===== src/rtl/hdbx_pkg.sv =====
package hdbx_pkg;
  typedef enum logic {RULE_HDB3 = 1'b0, RULE_AMI = 1'b1} rule_e;
  // symbols held back so a four-symbol substitution group can be erased
  localparam int GRP_DLY = 3;
endpackage


===== src/rtl/hdbx_lane.sv =====
module hdbx_lane
  import hdbx_pkg::*;
#(
  parameter int ZL_HDB3 = 4,
  parameter int ZL_AMI  = 16
) (
  input  logic  clk,
  input  logic  rst_n,
  input  logic  acc,
  input  logic  dual,
  input  rule_e rule,
  input  logic  rail_p,
  input  logic  rail_n,
  output logic  dat_q,
  output logic  neg_q,
  output logic  cv_q,
  output logic  exz_q
);
  localparam int ZMAX = (ZL_HDB3 > ZL_AMI) ? ZL_HDB3 : ZL_AMI;
  localparam int ZW   = $clog2(ZMAX + 1);

  logic [GRP_DLY-1:0] dl_dat, dl_neg;   // bit 0 newest
  logic               m1, m2, have_mk, last_p;
  logic [ZW-1:0]      zc, zc_nxt, lim_m1;
  logic               mark, both, viol, subst, cv_ev, exz_ev;
  logic               new_dat, new_neg;

  always_comb begin
    mark    = rail_p | rail_n;
    both    = rail_p & rail_n;
    viol    = !dual && mark && !both && have_mk && (rail_p == last_p);
    subst   = (rule == RULE_HDB3) && viol && !m1 && !m2;
    cv_ev   = !dual && (both || (viol && !subst));
    lim_m1  = (rule == RULE_AMI) ? ZW'(ZL_AMI - 1) : ZW'(ZL_HDB3 - 1);
    exz_ev  = !dual && !mark && (zc == lim_m1);
    zc_nxt  = mark ? '0 : ((zc == ZW'(ZMAX)) ? zc : zc + 1'b1);
    new_dat = dual ? rail_p : (mark && !subst);
    new_neg = dual ? rail_n : 1'b0;
  end

  always_ff @(posedge clk) begin
    if (!rst_n) begin
      dl_dat  <= '0;
      dl_neg  <= '0;
      dat_q   <= 1'b0;
      neg_q   <= 1'b0;
      m1      <= 1'b0;
      m2      <= 1'b0;
      have_mk <= 1'b0;
      last_p  <= 1'b0;
      zc      <= '0;
      cv_q    <= 1'b0;
      exz_q   <= 1'b0;
    end else begin
      cv_q  <= acc && cv_ev;
      exz_q <= acc && exz_ev;
      if (acc) begin
        dat_q <= subst ? 1'b0 : dl_dat[GRP_DLY-1];
        neg_q <= subst ? 1'b0 : dl_neg[GRP_DLY-1];
        if (subst) begin
          dl_dat <= '0;
          dl_neg <= '0;
        end else begin
          dl_dat <= {dl_dat[GRP_DLY-2:0], new_dat};
          dl_neg <= {dl_neg[GRP_DLY-2:0], new_neg};
        end
        if (dual) begin
          m1      <= 1'b0;
          m2      <= 1'b0;
          have_mk <= 1'b0;
          zc      <= '0;
        end else begin
          m1 <= mark;
          m2 <= m1;
          zc <= zc_nxt;
          if (mark && !both) begin
            last_p  <= rail_p;
            have_mk <= 1'b1;
          end
        end
      end
    end
  end


  no_evt_dual_chk: assert property (@(posedge clk) disable iff (!rst_n)
    $past(dual) |-> (!cv_q && !exz_q));


  space_no_cv_chk: assert property (@(posedge clk) disable iff (!rst_n)
    (acc && !rail_p && !rail_n) |=> !cv_q);


  exz_single_chk: assert property (@(posedge clk) disable iff (!rst_n)
    exz_q |=> !exz_q);
endmodule


===== src/rtl/hdbx_sticky.sv =====
module hdbx_sticky #(
  parameter int W = 4
) (
  input  logic         clk,
  input  logic         rst_n,
  input  logic [W-1:0] set,
  input  logic [W-1:0] clr,
  input  logic [W-1:0] en,
  output logic [W-1:0] sts,
  output logic         irq_part
);
  always_ff @(posedge clk) begin
    if (!rst_n) sts <= '0;
    else        sts <= (sts & ~clr) | set;
  end

  assign irq_part = |(sts & en);


  set_sticky_chk: assert property (@(posedge clk) disable iff (!rst_n)
    (|set) |=> ((sts & $past(set)) == $past(set)));


  clr_w1c_chk: assert property (@(posedge clk) disable iff (!rst_n)
    (|(clr & ~set)) |=> ((sts & $past(clr & ~set)) == '0));
endmodule


===== src/rtl/hdbx_decoder.sv =====
module hdbx_decoder
  import hdbx_pkg::*;
#(
  parameter int NCH     = 4,
  parameter int ZL_HDB3 = 4,
  parameter int ZL_AMI  = 16
) (
  input  logic           clk,
  input  logic           rst_n,
  input  logic           in_valid,
  output logic           in_ready,
  input  logic [NCH-1:0] in_pos,
  input  logic [NCH-1:0] in_neg,
  output logic           out_valid,
  input  logic           out_ready,
  output logic [NCH-1:0] out_dat,
  output logic [NCH-1:0] out_neg,
  input  logic           dual_rail,
  input  logic           code_glb,
  input  logic [NCH-1:0] ovr_en,
  input  logic [NCH-1:0] ovr_code,
  output logic [NCH-1:0] cv_pulse,
  output logic [NCH-1:0] exz_pulse,
  output logic [NCH-1:0] cv_sts,
  output logic [NCH-1:0] exz_sts,
  input  logic [NCH-1:0] cv_clr,
  input  logic [NCH-1:0] exz_clr,
  input  logic [NCH-1:0] cv_en,
  input  logic [NCH-1:0] exz_en,
  output logic           irq
);
  logic acc, cv_irq, exz_irq;

  assign in_ready = !out_valid || out_ready;
  assign acc      = in_valid && in_ready;

  always_ff @(posedge clk) begin
    if (!rst_n)         out_valid <= 1'b0;
    else if (acc)       out_valid <= 1'b1;
    else if (out_ready) out_valid <= 1'b0;
  end

  for (genvar i = 0; i < NCH; i++) begin : g_lane
    rule_e rule_i;
    assign rule_i = ovr_en[i] ? rule_e'(ovr_code[i]) : rule_e'(code_glb);

    hdbx_lane #(.ZL_HDB3(ZL_HDB3), .ZL_AMI(ZL_AMI)) u_lane (
      .clk   (clk),
      .rst_n (rst_n),
      .acc   (acc),
      .dual  (dual_rail),
      .rule  (rule_i),
      .rail_p(in_pos[i]),
      .rail_n(in_neg[i]),
      .dat_q (out_dat[i]),
      .neg_q (out_neg[i]),
      .cv_q  (cv_pulse[i]),
      .exz_q (exz_pulse[i])
    );
  end

  hdbx_sticky #(.W(NCH)) u_cv_sts (
    .clk(clk), .rst_n(rst_n), .set(cv_pulse), .clr(cv_clr),
    .en(cv_en), .sts(cv_sts), .irq_part(cv_irq)
  );

  hdbx_sticky #(.W(NCH)) u_exz_sts (
    .clk(clk), .rst_n(rst_n), .set(exz_pulse), .clr(exz_clr),
    .en(exz_en), .sts(exz_sts), .irq_part(exz_irq)
  );

  assign irq = cv_irq || exz_irq;


  out_hold_chk: assert property (@(posedge clk) disable iff (!rst_n)
    (out_valid && !out_ready) |=> (out_valid && $stable(out_dat) && $stable(out_neg)));


  valid_src_chk: assert property (@(posedge clk) disable iff (!rst_n)
    $rose(out_valid) |-> $past(in_valid));
endmodule


===== config.mk =====
export PLATFORM = sky130hd
export DESIGN_NAME = hdbx_decoder
export DESIGN_NICKNAME = d
export VERILOG_FILES = /design/src/rtl/hdbx_pkg.sv /design/src/rtl/hdbx_lane.sv /design/src/rtl/hdbx_sticky.sv /design/src/rtl/hdbx_decoder.sv
export SDC_FILE = /design/constraint.sdc
export NUM_CORES = 1
export LEC_CHECK = 0
export ABC_AREA = 1
export ABC_CLOCK_PERIOD_IN_PS = 1400
export BUFFER_PORTS_ARGS = -buffer_cell sky130_fd_sc_hd__buf_2
export CAP_MARGIN = 20
export CELL_PAD_IN_SITES_DETAIL_PLACEMENT = 0
export CELL_PAD_IN_SITES_GLOBAL_PLACEMENT = 1
export CORE_MARGIN = 4
export CORE_UTILIZATION = 40
export DETAILED_ROUTE_END_ITERATION = 8
export GPL_ROUTABILITY_DRIVEN = 0
export PLACE_DENSITY_LB_ADDON = 0.1
export RECOVER_POWER = 25
export SLEW_MARGIN = 20
export SYNTH_ARGS = -nofsm -noshare
export SYNTH_HDL_FRONTEND = slang
export SYNTH_SLANG_ARGS = --single-unit

===== constraint.sdc =====
create_clock -name clk -period 1.4 [get_ports clk]
set_input_delay 0.14 -clock clk [delete_from_list [all_inputs] [get_ports clk]]
set_output_delay 0.14 -clock clk [all_outputs]
set_load 0.01 [all_outputs]

* Word level (Yosys, flattened, before mapping)
Index checks and enable logic that the tools add are counted.
** Word-level totals
- Input port bits :: 38
- Bits in latches :: 0
- Flip-flop bits (word level) :: 85
- Output and inout bits :: 27
- Memory bits (writable) :: 0
- ROM bits :: 0
- Memories :: 0
- Word-level logic and storage cells :: 258
** Cells by class
- Bitwise logic cells :: 21
- Multipliers :: 0
- Shift operators :: 0
- Divide/modulo/power cells :: 0
- Eq/ne operators :: 16
- Reductions and logical operators :: 108
- $lt $le $gt $ge :: 0
- Add/sub/neg operators :: 4
- Multiplexer cells :: 62
** Operators with widths (number)
- $logic_and A1 B1 Y1 :: 61
- $mux W5 :: 12
- $mux W1 :: 38
- $mux W3 :: 8
- $logic_not A1 Y1 :: 22
- $add A5 B1 Y5 const B :: 4
- $eq A5 B5 Y1 :: 4
- $eq A5 B5 Y1 const B :: 4
- $and A4 B4 Y4 :: 4
- $mux W4 :: 4
- $reduce_and A2 Y1 :: 8
- $ne A3 B2 Y1 const B :: 4
- $reduce_and A3 Y1 :: 4
- $reduce_bool A2 Y1 :: 5
- $not A4 Y4 :: 2
- $or A4 B4 Y4 :: 2
- $reduce_or A4 Y1 :: 2
- $logic_or A1 B1 Y1 :: 6
- $not A1 Y1 :: 5
- $and A1 B1 Y1 :: 4
- $eq A1 B1 Y1 :: 4
- $or A1 B1 Y1 :: 4

* Depth between registers and ports, before layout
- Word-level depth :: 13
- Gate-level depth with buffers :: 10
- Depth with buffers taken out :: 10

* Cells and area by module
Synthesis repeated with hierarchy kept, for this count alone.
** Second synthesis, totals
- Cell total of the unflattened synthesis :: 597
- Area total of the unflattened synthesis :: 4305.4 um^2
** By module, submodules not included
- hdbx_lane :: area an instance 960.9 um^2, instances 4, seq. area each 380.4 um^2, cells each 130
- hdbx_sticky :: area an instance 182.7 um^2, instances 2, seq. area each 80.1 um^2, cells each 30
- hdbx_decoder :: area an instance 96.3 um^2, instances 1, seq. area each 20.0 um^2, cells each 17

* Worst setup path after synthesis
Ideal clock, no wire load.
- Path kind :: register to register
- Start :: register out_valid
- End :: register g_lane[0].u_lane.m1
- Period minus slack after synthesis :: 1169 ps
- Data required time :: 1330 ps
- Arrival :: 1100 ps
- Library setup time :: 70 ps
- Buffers on the path :: 1
- Slack :: 231 ps
- Stages on the path, launching flop included :: 6
- Cell sequence :: dfxtp_1 nand2_1 nand2_1 buf_4 o21ai_0 a21oi_1
** Between the ends
- Cells in the longest elaborated chain, start to end :: 3
** Ends and longest elaborated chain
- start, declared :: line hdbx_decoder.sv:14 : output logic out_valid,
- start signal, assigned :: line hdbx_decoder.sv:38 : if (!rst_n) out_valid <= 1'b0;
- start signal, assigned :: line hdbx_decoder.sv:39 : else if (acc) out_valid <= 1'b1;
- start signal, assigned :: line hdbx_decoder.sv:40 : else if (out_ready) out_valid <= 1'b0;
- $logic_not A1 Y1 :: line hdbx_decoder.sv:34 : assign in_ready = !out_valid || out_ready;
- $logic_or A1 B1 Y1 :: line hdbx_decoder.sv:34
- net in_ready :: line hdbx_decoder.sv:11 : output logic in_ready,
- $logic_and A1 B1 Y1 :: line hdbx_decoder.sv:35 : assign acc = in_valid && in_ready;
- end signal, assigned :: line hdbx_lane.sv:73 : m1 <= mark;
- end, declared :: line hdbx_lane.sv:23 : logic m1, m2, have_mk, last_p;
The timed path passes the listed nets, and every way through them passes these cells.
A chain may end at the register's enable or synchronous reset.

* Worst setup path after layout
- Start :: register u_exz_sts.sts[2]
- End :: output port irq
** Between the ends
- Cells in the longest elaborated chain, start to end :: 3
** Ends and longest elaborated chain
- start, declared :: line hdbx_sticky.sv:9 : output logic [W-1:0] sts,
- start signal, assigned :: line hdbx_sticky.sv:14 : else sts <= (sts & ~clr) | set;
- $and A4 B4 Y4 :: line hdbx_sticky.sv:17 : assign irq_part = |(sts & en);
- $reduce_or A4 Y1 :: line hdbx_sticky.sv:17
- $logic_or A1 B1 Y1 :: line hdbx_decoder.sv:72 : assign irq = cv_irq || exz_irq;
- end, declared :: line hdbx_decoder.sv:30 : output logic irq
No other way between the ends.

==> flow_summary_export.csv <==
group,metric,value,unit
pwr,peakVddDrop,0.0004002,V
detailed_routing,wl_per_cell,12.41,um
synth,synth_warnings,0,
floorplan,fp.dieH,109.7,um
synth,synth-seq-cells,85,
detailed_routing,drt-initial-drc-count,155,
layout,antenna_cells,0,
floorplan,die_x,109.7,um
placed_design,dp_hpwl,7358,um
grt,antenna_found_initial,0,
layout,fin_nets,712,
synth,yosys.area.top_type,"dfxtp_1",
floorplan,die-area,12030,um2
worst_hold_path,hold_end,"u_cv_sts.sts[2]",
synth,ys_types,25,
setup_path,cp-start-kind,"flop",
layout,drive_above_1_share,15.73,%
layout,regArea,1708,um2
synth,synth_seq_area_share,41.15,%
layout,largest_reg_flops,20,
detailed_routing,dr_wl_met2,4419,um
layout,final_cell_mix,"138 x nand2_1, 80 x dfxtp_1, 77 x inv_1",
setup_path,crit_chain,"nand2_2 -> nand2_2 -> a221oi_2 -> nand2_1 -> buf_6",
layout,largestRegisters,"g_lane.u_lane.zc: 20 flops, g_lane.u_lane.dl_dat: 12 flops, g_lane.u_lane.dl_neg: 12 flops",
synth,synth_cells,590,
setup_path,max_stage_delay,0.33,ns
floorplan,initial_utilization,41.73,%
grt,first_global_vias,3432,
timing,achievable-frequency,767.0,MHz
layout,nFillCells,1056,
worst_hold_path,hold_path.class,"in2reg",
floorplan,ios,65,
pwr,pwr-share-seq,51.0,%
clock_network,cts_buffer_depth,2,
pwr,power_density,1053,nW/um2
synth,avgSynthCellArea,7.009,um2
layout,fin_util,48.67,%
timing,fin_ws,0.09617,ns
detailed_routing,wl,9852,um
timing,maxSlewHeadroom,57.31,%
clock_network,clk_root_buffer_cell,"clkbuf_8",
setup_path,required,1.26,ns
detailed_routing,drc,0,
timing,rsz0062_at_grt,"true",
synth,synth_async_sr_flop_share,0,%
timing,period_share,93.13,%
timing,fin_skew,0.01076,ns
clock_network,clkSlewWorstSetupHoldPaths,0.08,ns
worst_hold_path,hold_path_depth,4,
layout,area_growth,16.64,%
run,maxCapViolCount,0,
setup_path,r2r_cells,10,
detailed_routing,routed-wl-met3,529,um
detailed_routing,met1_length,4864,um
worst_hold_path,hold_start,"cv_clr[2]",
synth,syn-num-nets,644,
status,outcome,"finished clean",
setup_path,crit_slowest_cell,"dfxtp_2",
pwr,p_clk_share,36.1,%
grt,grt_pass1_wl,16010,um
detailed_routing,viasPerCell,4.754,
clock_network,numCtsBuffers,9,
placed_design,placed_area,4604,um2
detailed_routing,drtPass1Iterations,4,
grt,overflow,0,
synth,synth_edf_count,0,
placed_design,post-place-ws,-0.01155,ns
setup_path,end_kind,"output pin",
detailed_routing,top_layer,"met4",
clock_network,htree_levels,3,
timing,final-hold-violation-count,0,
timing,hold_slack,0.08150,ns
floorplan,coreArea,9910,um2
timing,slew_violations,0,
setup_path,r2r_start,"g_lane[2].u_lane.zc[0]",
setup_path,crit_arrival,1.16,ns
timing,setup_viol,0,
grt,grt_max_degree,30,
layout,multi_input_area,1926,um2
setup_path,reg2reg_slack,0.13,ns
grt,track_usage,16.99,%
pwr,p_leak,2.171,nW
setup_path,worst-setup-path-type,"reg2out",
setup_path,crit_path_frequent_cell,"nand2_2",
clock_network,cts_sinks,85,
pwr,internal_power,0.003774,W
pwr,switchingPower,0.001302,W
clock_network,postCtsHoldBufs,0,
pwr,p_comb_share,12.9,%
synth,yosysTopAreaCellShare,41.15,%
setup_path,reg2reg_to,"g_lane[2].u_lane.zc[3]",
layout,layout_commonest_cell,"nand2_1",
synth,netlist_area,4135,um2
pwr,swShare,25.65,%
placed_design,port-buffer-count,64,
floorplan,rows,36,
synth,synth.area.top_cells,"dfxtp_1 41%, nand2_1 13%, a21oi_1 7.9%",
clock_network,cts_tree,"yes",
layout,top_register,"g_lane.u_lane.zc",
detailed_routing,vias,3775,
layout,stdcell_area,4823,um2
clock_network,clkLatencyLatePin,0.34,ns
timing,tightestPinTransition,0.6404,ns
setup_path,critPathMaxFanout,2,
timing,fin_crit,1.304,ns
synth,ys.flop_type,"dfxtp_1",
detailed_routing,ant_nets,0,
==> power by group through the flow <==
| stage | clock [W] | combinational (W) | sequential (W) |
|---|---|---|---|
| after global placement | 0 | 0.000653 | 0.00264 |
| after global routing | 0.00203 | 0.000749 | 0.00260 |
| after detailed placement | 0 | 0.000659 | 0.00264 |
| after floorplan | 0 | 0.000441 | 0.00263 |
| after CTS | 0.00191 | 0.000663 | 0.00259 |
| final | 0.00183 | 0.000655 | 0.00259 |
==> worst max-delay path: cells and delay by family, from the launching register on <==
kind	cells	cell delay [ns]
flops	1	0.33
simple gates	3	0.20
compound gates	1	0.17
buf+inv	1	0.12
==> what timing repair did <==
action                                  in CTS  in global routing
buffers inserted                             0                  2
endpoints found under the setup margin       0                 12
gates resized for setup                      0                 13
==> routing by layer <==
metal / vias up / track usage (%)
met5: - / 0
met2: 78 / 27.20
met3: 2 / 3.464
met1: 1695 / 23.35
met4: 0 / 4.452
li1: 2000 / -
==> Yosys cell counts, drive strengths merged (4+ instances only) <==
cell type  number
nand4           9
buf            30
nor2           64
nor3            4
dfxtp          85
nand2         144
o21ai          43
nand3          29
a21oi          66
o21bai          8
ha             16
inv            77
clkbuf          5
or2             5
==> area by class of cell <==
type / count / share of cell area, %
clock buffer: 10 / 2.646
clock inverter: 4 / 1.556
inverter: 77 / 5.992
multi-input combinational: 393 / 39.92
sequential: 85 / 35.41
tap: 133 / 3.450
timing repair buffer: 92 / 11.02
==> worst max path at each step <==
stage	from	end	slack [ns]	cells past startpoint
final	u_exz_sts.sts[2]	irq	0.1	5
after global routing	u_exz_sts.sts[2]	irq	-0.03	5
after CTS	u_exz_sts.sts[2]	irq	0.007	5
after detailed placement	in_pos[0]	g_lane[0].u_lane.cv_q	-0.01	9
after global placement	in_pos[1]	g_lane[1].u_lane.cv_q	0.05	9
after floorplan	out_valid	g_lane[0].u_lane.m1	0.23	5
==> logic make-up after synthesis <==
group	after synthesis	synth area share, %
flip-flops	85	41.15
AND/OR/NAND/NOR	255	25.29
buffers and inverters	112	12.74
adder cells (fa/ha/maj)	16	4.841
AO/OA/AOI/OAI	122	15.98
==> through the flow <==
stage               total power [W]  instances  setup TNS, ns
floorplan                  0.003068        590              0
global placement           0.003294        778              0
detailed placement         0.003302        778       -0.02167
CTS                        0.005155        792              0
global route               0.005380        794       -0.03492
finish                     0.005077        794              0
No activity file was read; power rests on OpenSTA's default activity.
